==> src/rtl/clkmode_pkg.sv <==
package clkmode_pkg;
  typedef enum logic [1:0] {
    SPD_HIGH = 2'b00,
    SPD_MID  = 2'b01,
    SPD_LOW  = 2'b10,
    SPD_RSVD = 2'b11
  } speed_e;

  localparam int CTL_STAB_B   = 0;
  localparam int CTL_AUTO_B   = 1;
  localparam int CTL_WSEL_B   = 2;
  localparam int CTL_START_B  = 3;
  localparam int MOD_SUBSEL_B = 4;
  localparam int MOD_MSTOP_B  = 5;
  localparam int MOD_SPD_LSB  = 6;

  localparam logic ADDR_CTL  = 1'b0;
  localparam logic ADDR_MODE = 1'b1;
endpackage

==> src/rtl/clkmode_strobe.sv <==
module clkmode_strobe
  import clkmode_pkg::*;
#(
  parameter int HI_DIV  = 2,
  parameter int MID_DIV = 8,
  parameter int SUB_DIV = 2
) (
  input  logic   clk,
  input  logic   rst,
  input  logic   xin_tick,
  input  logic   xcin_tick,
  input  logic   osc_en,
  input  speed_e speed,
  input  logic   subsel,
  output logic   phi_stb
);
  localparam int MW = (MID_DIV > 1) ? $clog2(MID_DIV) : 1;
  localparam int SW = (SUB_DIV > 1) ? $clog2(SUB_DIV) : 1;

  logic [MW-1:0] mcnt_q;
  logic [SW-1:0] scnt_q;
  logic mtick, m_hi_last, m_mid_last, s_last, phi_d;

  always_comb begin
    mtick      = xin_tick & osc_en;
    m_hi_last  = ((int'(mcnt_q) % HI_DIV) == (HI_DIV - 1));
    m_mid_last = (mcnt_q == MW'(MID_DIV - 1));
    s_last     = (scnt_q == SW'(SUB_DIV - 1));
    case (speed)
      SPD_HIGH: phi_d = mtick & m_hi_last;
      SPD_LOW:  phi_d = xcin_tick & subsel & s_last;
      default:  phi_d = mtick & m_mid_last;
    endcase
  end

  always_ff @(posedge clk) begin
    if (rst) begin
      mcnt_q  <= '0;
      scnt_q  <= '0;
      phi_stb <= 1'b0;
    end else begin
      phi_stb <= phi_d;
      if (mtick) mcnt_q <= m_mid_last ? '0 : mcnt_q + MW'(1);
      if (xcin_tick) scnt_q <= s_last ? '0 : scnt_q + SW'(1);
    end
  end
endmodule

==> src/rtl/clkmode_seq.sv <==
module clkmode_seq
  import clkmode_pkg::*;
#(
  parameter int WAIT_SHORT = 5,
  parameter int WAIT_LONG  = 7
) (
  input  logic   clk,
  input  logic   rst,
  input  logic   ctl_wr,
  input  logic   mode_wr,
  input  logic   wr_start,
  input  logic   wr_auto,
  input  logic   wr_wsel,
  input  speed_e speed,
  input  logic   subsel,
  input  logic   phi_stb,
  output logic   arm,
  output logic   done,
  output logic   busy
);
  localparam int WMAX = (WAIT_LONG > WAIT_SHORT) ? WAIT_LONG : WAIT_SHORT;
  localparam int CW   = $clog2(WMAX + 1);

  logic [CW-1:0] cnt_q, goal_q;
  logic busy_q;

  always_comb begin
    arm  = ctl_wr & wr_start & wr_auto & (speed == SPD_LOW) & subsel & ~busy_q;
    done = busy_q & phi_stb & ~mode_wr & ((cnt_q + CW'(1)) == goal_q);
    busy = busy_q;
  end

  always_ff @(posedge clk) begin
    if (rst) begin
      busy_q <= 1'b0;
      cnt_q  <= '0;
      goal_q <= '0;
    end else if (arm) begin
      busy_q <= 1'b1;
      cnt_q  <= '0;
      goal_q <= wr_wsel ? CW'(WAIT_LONG) : CW'(WAIT_SHORT);
    end else if (busy_q) begin
      if (mode_wr || done) busy_q <= 1'b0;
      else if (phi_stb) cnt_q <= cnt_q + CW'(1);
    end
  end
endmodule

==> src/rtl/clkmode_regs.sv <==
module clkmode_regs
  import clkmode_pkg::*;
(
  input  logic       clk,
  input  logic       rst,
  input  logic       ctl_wr,
  input  logic       mode_wr,
  input  logic       rd_addr,
  input  logic [7:0] wr_data,
  input  logic       arm,
  input  logic       done,
  input  logic       busy,
  output logic [3:0] ctl_q,
  output speed_e     speed_q,
  output logic       subsel_q,
  output logic       mstop_q,
  output logic [7:0] rdata
);
  logic [7:0] ctl_view, mode_view;

  always_comb begin
    ctl_view  = {4'b0000, ctl_q};
    mode_view = {speed_q, mstop_q, subsel_q, 4'b0000};
  end

  always_ff @(posedge clk) begin
    if (rst) begin
      ctl_q    <= '0;
      speed_q  <= SPD_MID;
      subsel_q <= 1'b0;
      mstop_q  <= 1'b0;
      rdata    <= '0;
    end else begin
      rdata <= (rd_addr == ADDR_MODE) ? mode_view : ctl_view;
      if (ctl_wr) begin
        ctl_q[CTL_STAB_B] <= wr_data[CTL_STAB_B];
        ctl_q[CTL_AUTO_B] <= wr_data[CTL_AUTO_B];
        ctl_q[CTL_WSEL_B] <= wr_data[CTL_WSEL_B];
        if (!busy) ctl_q[CTL_START_B] <= arm;
      end
      if (mode_wr) begin
        speed_q  <= speed_e'(wr_data[MOD_SPD_LSB +: 2]);
        mstop_q  <= wr_data[MOD_MSTOP_B];
        subsel_q <= wr_data[MOD_SUBSEL_B];
        if (busy) ctl_q[CTL_START_B] <= 1'b0;
      end else if (done) begin
        speed_q <= SPD_MID;
        ctl_q[CTL_START_B] <= 1'b0;
      end
      if (arm) mstop_q <= 1'b0;
    end
  end
endmodule

==> src/rtl/clkmode_ctrl.sv <==
module clkmode_ctrl
  import clkmode_pkg::*;
#(
  parameter int HI_DIV     = 2,
  parameter int MID_DIV    = 8,
  parameter int SUB_DIV    = 2,
  parameter int WAIT_SHORT = 5,
  parameter int WAIT_LONG  = 7
) (
  input  logic       clk,
  input  logic       rst,
  input  logic       cpu_we,
  input  logic       cpu_addr,
  input  logic [7:0] cpu_wdata,
  output logic [7:0] cpu_rdata,
  input  logic       xin_tick,
  input  logic       xcin_tick,
  output logic       phi_stb,
  output logic       main_osc_en,
  output logic [1:0] speed_o
);
  logic       ctl_wr, mode_wr;
  logic       arm, done, busy;
  logic [3:0] ctl_q;
  speed_e     speed_q;
  logic       subsel_q, mstop_q;

  always_comb begin
    ctl_wr      = cpu_we & (cpu_addr == ADDR_CTL);
    mode_wr     = cpu_we & (cpu_addr == ADDR_MODE);
    main_osc_en = (speed_q != SPD_LOW) | ~mstop_q;
    speed_o     = speed_q;
  end

  clkmode_regs u_regs (
    .clk(clk), .rst(rst), .ctl_wr(ctl_wr), .mode_wr(mode_wr),
    .rd_addr(cpu_addr), .wr_data(cpu_wdata), .arm(arm), .done(done),
    .busy(busy), .ctl_q(ctl_q), .speed_q(speed_q), .subsel_q(subsel_q),
    .mstop_q(mstop_q), .rdata(cpu_rdata)
  );

  clkmode_seq #(.WAIT_SHORT(WAIT_SHORT), .WAIT_LONG(WAIT_LONG)) u_seq (
    .clk(clk), .rst(rst), .ctl_wr(ctl_wr), .mode_wr(mode_wr),
    .wr_start(cpu_wdata[CTL_START_B]), .wr_auto(cpu_wdata[CTL_AUTO_B]),
    .wr_wsel(cpu_wdata[CTL_WSEL_B]), .speed(speed_q), .subsel(subsel_q),
    .phi_stb(phi_stb), .arm(arm), .done(done), .busy(busy)
  );

  clkmode_strobe #(.HI_DIV(HI_DIV), .MID_DIV(MID_DIV), .SUB_DIV(SUB_DIV)) u_strobe (
    .clk(clk), .rst(rst), .xin_tick(xin_tick), .xcin_tick(xcin_tick),
    .osc_en(main_osc_en), .speed(speed_q), .subsel(subsel_q),
    .phi_stb(phi_stb)
  );
endmodule

==> config.mk <==
export PLATFORM = sky130hd
export DESIGN_NAME = clkmode_ctrl
export DESIGN_NICKNAME = d
export VERILOG_FILES = /design/src/rtl/clkmode_pkg.sv /design/src/rtl/clkmode_strobe.sv /design/src/rtl/clkmode_seq.sv /design/src/rtl/clkmode_regs.sv /design/src/rtl/clkmode_ctrl.sv
export SDC_FILE = /design/constraint.sdc
export NUM_CORES = 1
export LEC_CHECK = 0
export BUFFER_PORTS_ARGS = -buffer_cell sky130_fd_sc_hd__buf_2
export CORE_ASPECT_RATIO = 0.6
export CORE_MARGIN = 3
export CORE_UTILIZATION = 35
export DETAILED_ROUTE_END_ITERATION = 8
export PLACE_DENSITY = 0.56
export SYNTH_ARGS = -nofsm -noshare
export SYNTH_HDL_FRONTEND = slang
export SYNTH_SLANG_ARGS = --single-unit
==> constraint.sdc <==
create_clock -name clk -period 5.1 [get_ports clk]
set_input_delay 1.02 -clock clk [delete_from_list [all_inputs] [get_ports clk]]
set_output_delay 1.02 -clock clk [all_outputs]
set_load 0.02 [all_outputs]
==> results by group <==
Die
  – Die outline height: 50.8 um
  – Std-Cell Core Area: 3020 um2
  – Die X-Extent: 80.6 um
  – Die Area: 4090 um2
  – # rows: 15
  – Initial Utilization: 0.387
  – Boundary Pins: 26

CTS
  – Hold buffers post-CTS: 0
  – Depth of the CTS H-tree: 1
  – Cts repair resizes: 0
  – Clock root buffer master: sky130_fd_sc_hd__clkbuf_8
  – Count of clock tree sinks: 27
  – Skew-Pair Late Insertion Delay: roughly 0.27 ns
  – Max clock buf depth: 2
  – Number of CTS-inserted buffers: 3
  – Clock-pin slew on the worst setup and hold paths: 0.09 ns
  – TritonCTS clock tree: built
  – Setup repair bufs after CTS: 0

Routing
  – Via-per-instance ratio: slightly below 5
  – Routed length per placed instance: 12.8 um
  – Post-DRT Antenna Nets: 0
  – Total iterations of the first detailed-routing run: 4
  – Post-detailed-route DRC marker count: 0
  – Post-Route WL: 2.44 mm
  – Number of vias after detailed routing: 919
  – Number of DRC markers after the initial detailed-route iteration: 24

Finish
  – Proportion of layout cells with a drive suffix above 1: 0.243
  – Diode count: 0
  – Nets: 166
  – Area growth from synthesis to final layout: 17.3%
  – Non-Filler Instances: 190

Critical path
  – Kind of cell with the highest combined delay on the critical path: flip-flops
  – Startpoint Class: flip-flop
  – Capturing element type of the critical path: primary output
  – Slowest library cell on the worst path: sky130_fd_sc_hd__dfxtp_1
  – Crit-path max FO: 7
  – Data required time at the worst endpoint: just over 4 ns
  – Type of the setup path with the least slack: reg -> out
  – Cells traversed along the worst timing path: nand3b_1 -> buf_2
  – Slowest stage delay, CP: 0.43 ns
  – Buffers and inverters on the worst path: 1
  – Worst path arrival time: 1.10 ns

Outcome
  – Outcome: finished, final reports clean

Yosys
  – Synth top area share: 0.463
  – Compound-gate portion of the synthesized area: 0.153
  – Top post-synthesis cells by area: sky130_fd_sc_hd__dfxtp_1 (46%), sky130_fd_sc_hd__nand2_1 (5.8%), sky130_fd_sc_hd__a21oi_1 (5.6%), sky130_fd_sc_hd__and2_1 (4.3%), sky130_fd_sc_hd__nand2b_1 (3.7%)
  – Combinational family with the most area after synthesis: simple AND/OR/NAND/NOR gates
  – Post-synthesis adder-cell area fraction: 0.0321
  – Count of cell types in the netlist: 37
  – Number of warnings reported in the yosys synthesis log: 0
  – Portion of the post-synthesis area used by sequential elements: 0.463
  – Yosys reg bits: 27
  – Netlist Area Pre-Place: 1170 um2
  – Top cells by count, synth: sky130_fd_sc_hd__dfxtp_1 (27), sky130_fd_sc_hd__nand2_1 (18), sky130_fd_sc_hd__a21oi_1 (13), sky130_fd_sc_hd__and2_1 (8), sky130_fd_sc_hd__nand2b_1 (7)
  – Share of flip-flops with an asynchronous set or reset after synthesis: 0
  – Mean post-synth cell area: 9.50 um2
  – Library cell with the highest instance count after synthesis: sky130_fd_sc_hd__dfxtp_1
  – Synthesized net count: 140
  – Cell type contributing the most total cell area after synthesis: sky130_fd_sc_hd__dfxtp_1
  – Number of flops mapped to enable cells by yosys: 0
  – Simple-gate share of the synthesized area: 0.266
  – Xor and xnor area share after synthesis: 0.0225
  – Top flip-flop cell by instance count after synthesis: sky130_fd_sc_hd__dfxtp_1
  – Synthesized instance count: 123
  – Proportion of synthesized area in mux cells: 0.0375

Power
  – Leakage power figure: 0.577 nW
  – Power per cell area: 273 nW/um2
  – Peak supply drop: 0.000148 V

Global routing
  – Pin count of the biggest net entering global routing: 21
  – Most used routing layer in global routing: met1
  – Antenna violations before repair: 0
  – Gr usage total: 0.133
  – Via count of the first global-routing pass: 851
  – Total grt overflow: 0
  – Global-route track usage on met1: 0.198
  – First-pass GRT wire length: 4.07 mm
  – Routing usage on met2: 0.177
  – Global-route track usage on met3: 0.0538

STA
  – Tightest slew margin relative to the limit: 0.752
  – RSZ-0062 raised after global routing: false
  – Final hold violation count: 0
  – Final Critical Period: ~2.1 ns
  – Final setup viols: 0
  – Final setup TNS: 0 ns
  – Fmax: approximately 470 MHz
  – Final Cycle Share: 0.416
  – Layout Skew: ~0.0063 ns
  – Transition time at the pin with the least slew margin: 0.366 ns
  – Final Slew Violations: 0

Min path
  – Class of the tightest hold or removal check: reg -> reg

Run
  – Maximum Capacitance Violations: 0

Place
  – GPL Wtd Cong: 0.769
  – Placed Cells incl. Taps: 186
  – HPWL after detailed placement: approximately 1.9 mm
  – Number of port buffers: 25
[area by class of cell]
class                   instances  area [um2]
fillers                       305        1650
flip-flops and latches         27         541
inverters                       2        7.51
clock buffers                   3        41.3
repair buffers                 25         125
well taps                      42        52.6
clock inverters                 1        7.51
multi-input cells              90         597
[tightest hold or removal path: cells and delay by family (launching register included)]
kind             cells  cell delay, ns
flip-flops           1            0.32
AO/OA/AOI/OAI        1            0.05
AND/OR/NAND/NOR      1            0.05
[power breakdown]
group	leakage (nW)	total, mW	internal [mW]	switching, mW
sequential	0.219	0.221	0.217	0.00391
clock	0.0217	0.122	0.0555	0.0665
combinational	0.336	0.0321	0.0133	0.0188
[routing by layer]
metal  up-vias  part of all wire
li1        480                 -
met1       418              0.50
met2        19              0.43
met3         2             0.070
met4         0            0.0033
met5         -                 0
[metrics by stage]
step	total power [mW]	util	hold WS [ns]	area [um2]	worst slack, ns
2_1_floorplan	0.245	-	0.430	1170	3.12
3_3_place_gp	0.257	0.438	0.440	1320	3.04
3_5_place_dp	0.258	0.438	0.445	1320	2.97
4_1_cts	0.382	0.454	0.459	1370	2.94
5_1_grt	0.399	0.454	0.477	1370	2.86
6_report	0.375	0.454	0.457	1370	2.98
[final timing paths]
| kind | startpoint | depth (start not counted) | slack, ns | end |
|---|---|---|---|---|
| setup reg to reg | u_seq.cnt_q[0] | 5 | 3.22 | u_regs.speed_q[1] |
| setup / recovery | u_regs.speed_q[0] | 2 | 2.98 | main_osc_en |
| hold / removal | u_regs.ctl_q[0] | 2 | 0.46 | u_regs.ctl_q[0] |
| hold reg to reg | u_regs.ctl_q[0] | 2 | 0.46 | u_regs.ctl_q[0] |
[cell families after synthesis]
kind of cell	after synthesis
xor gates and xnor gates	3
buffers and inverters	6
adders and majority gates	3
DFF	27
and+or+nand+nor	55
AOI/OAI and AO/OA	25
muxes	4
[layout by cell type (no fill, tap or decap), types with 2 or more instances in the layout]
cell type and count:
sky130_fd_sc_hd__a21oi_1 13, sky130_fd_sc_hd__a41oi_1 2, sky130_fd_sc_hd__and2_1 8, sky130_fd_sc_hd__buf_2 25, sky130_fd_sc_hd__clkbuf_8 3, sky130_fd_sc_hd__dfxtp_1 27
sky130_fd_sc_hd__ha_1 3, sky130_fd_sc_hd__inv_1 2, sky130_fd_sc_hd__mux2i_1 3, sky130_fd_sc_hd__nand2_1 18, sky130_fd_sc_hd__nand2b_1 7, sky130_fd_sc_hd__nand3_1 4
sky130_fd_sc_hd__nor2_1 6, sky130_fd_sc_hd__nor2b_1 3, sky130_fd_sc_hd__xnor2_1 2
[state kept, by name, summed over array words and instances (netlist names)]
signal and cells:
u_regs.rdata 8, u_regs.ctl_q 4, u_seq.cnt_q 3, u_strobe.mcnt_q 3, u_regs.speed_q 2, u_seq.goal_q 2, u_regs.mstop_q 1, u_regs.subsel_q 1
u_seq.busy 1, u_strobe.phi_stb 1, u_strobe.s_last 1
Note: power is estimated with default switching activity, not from simulation.
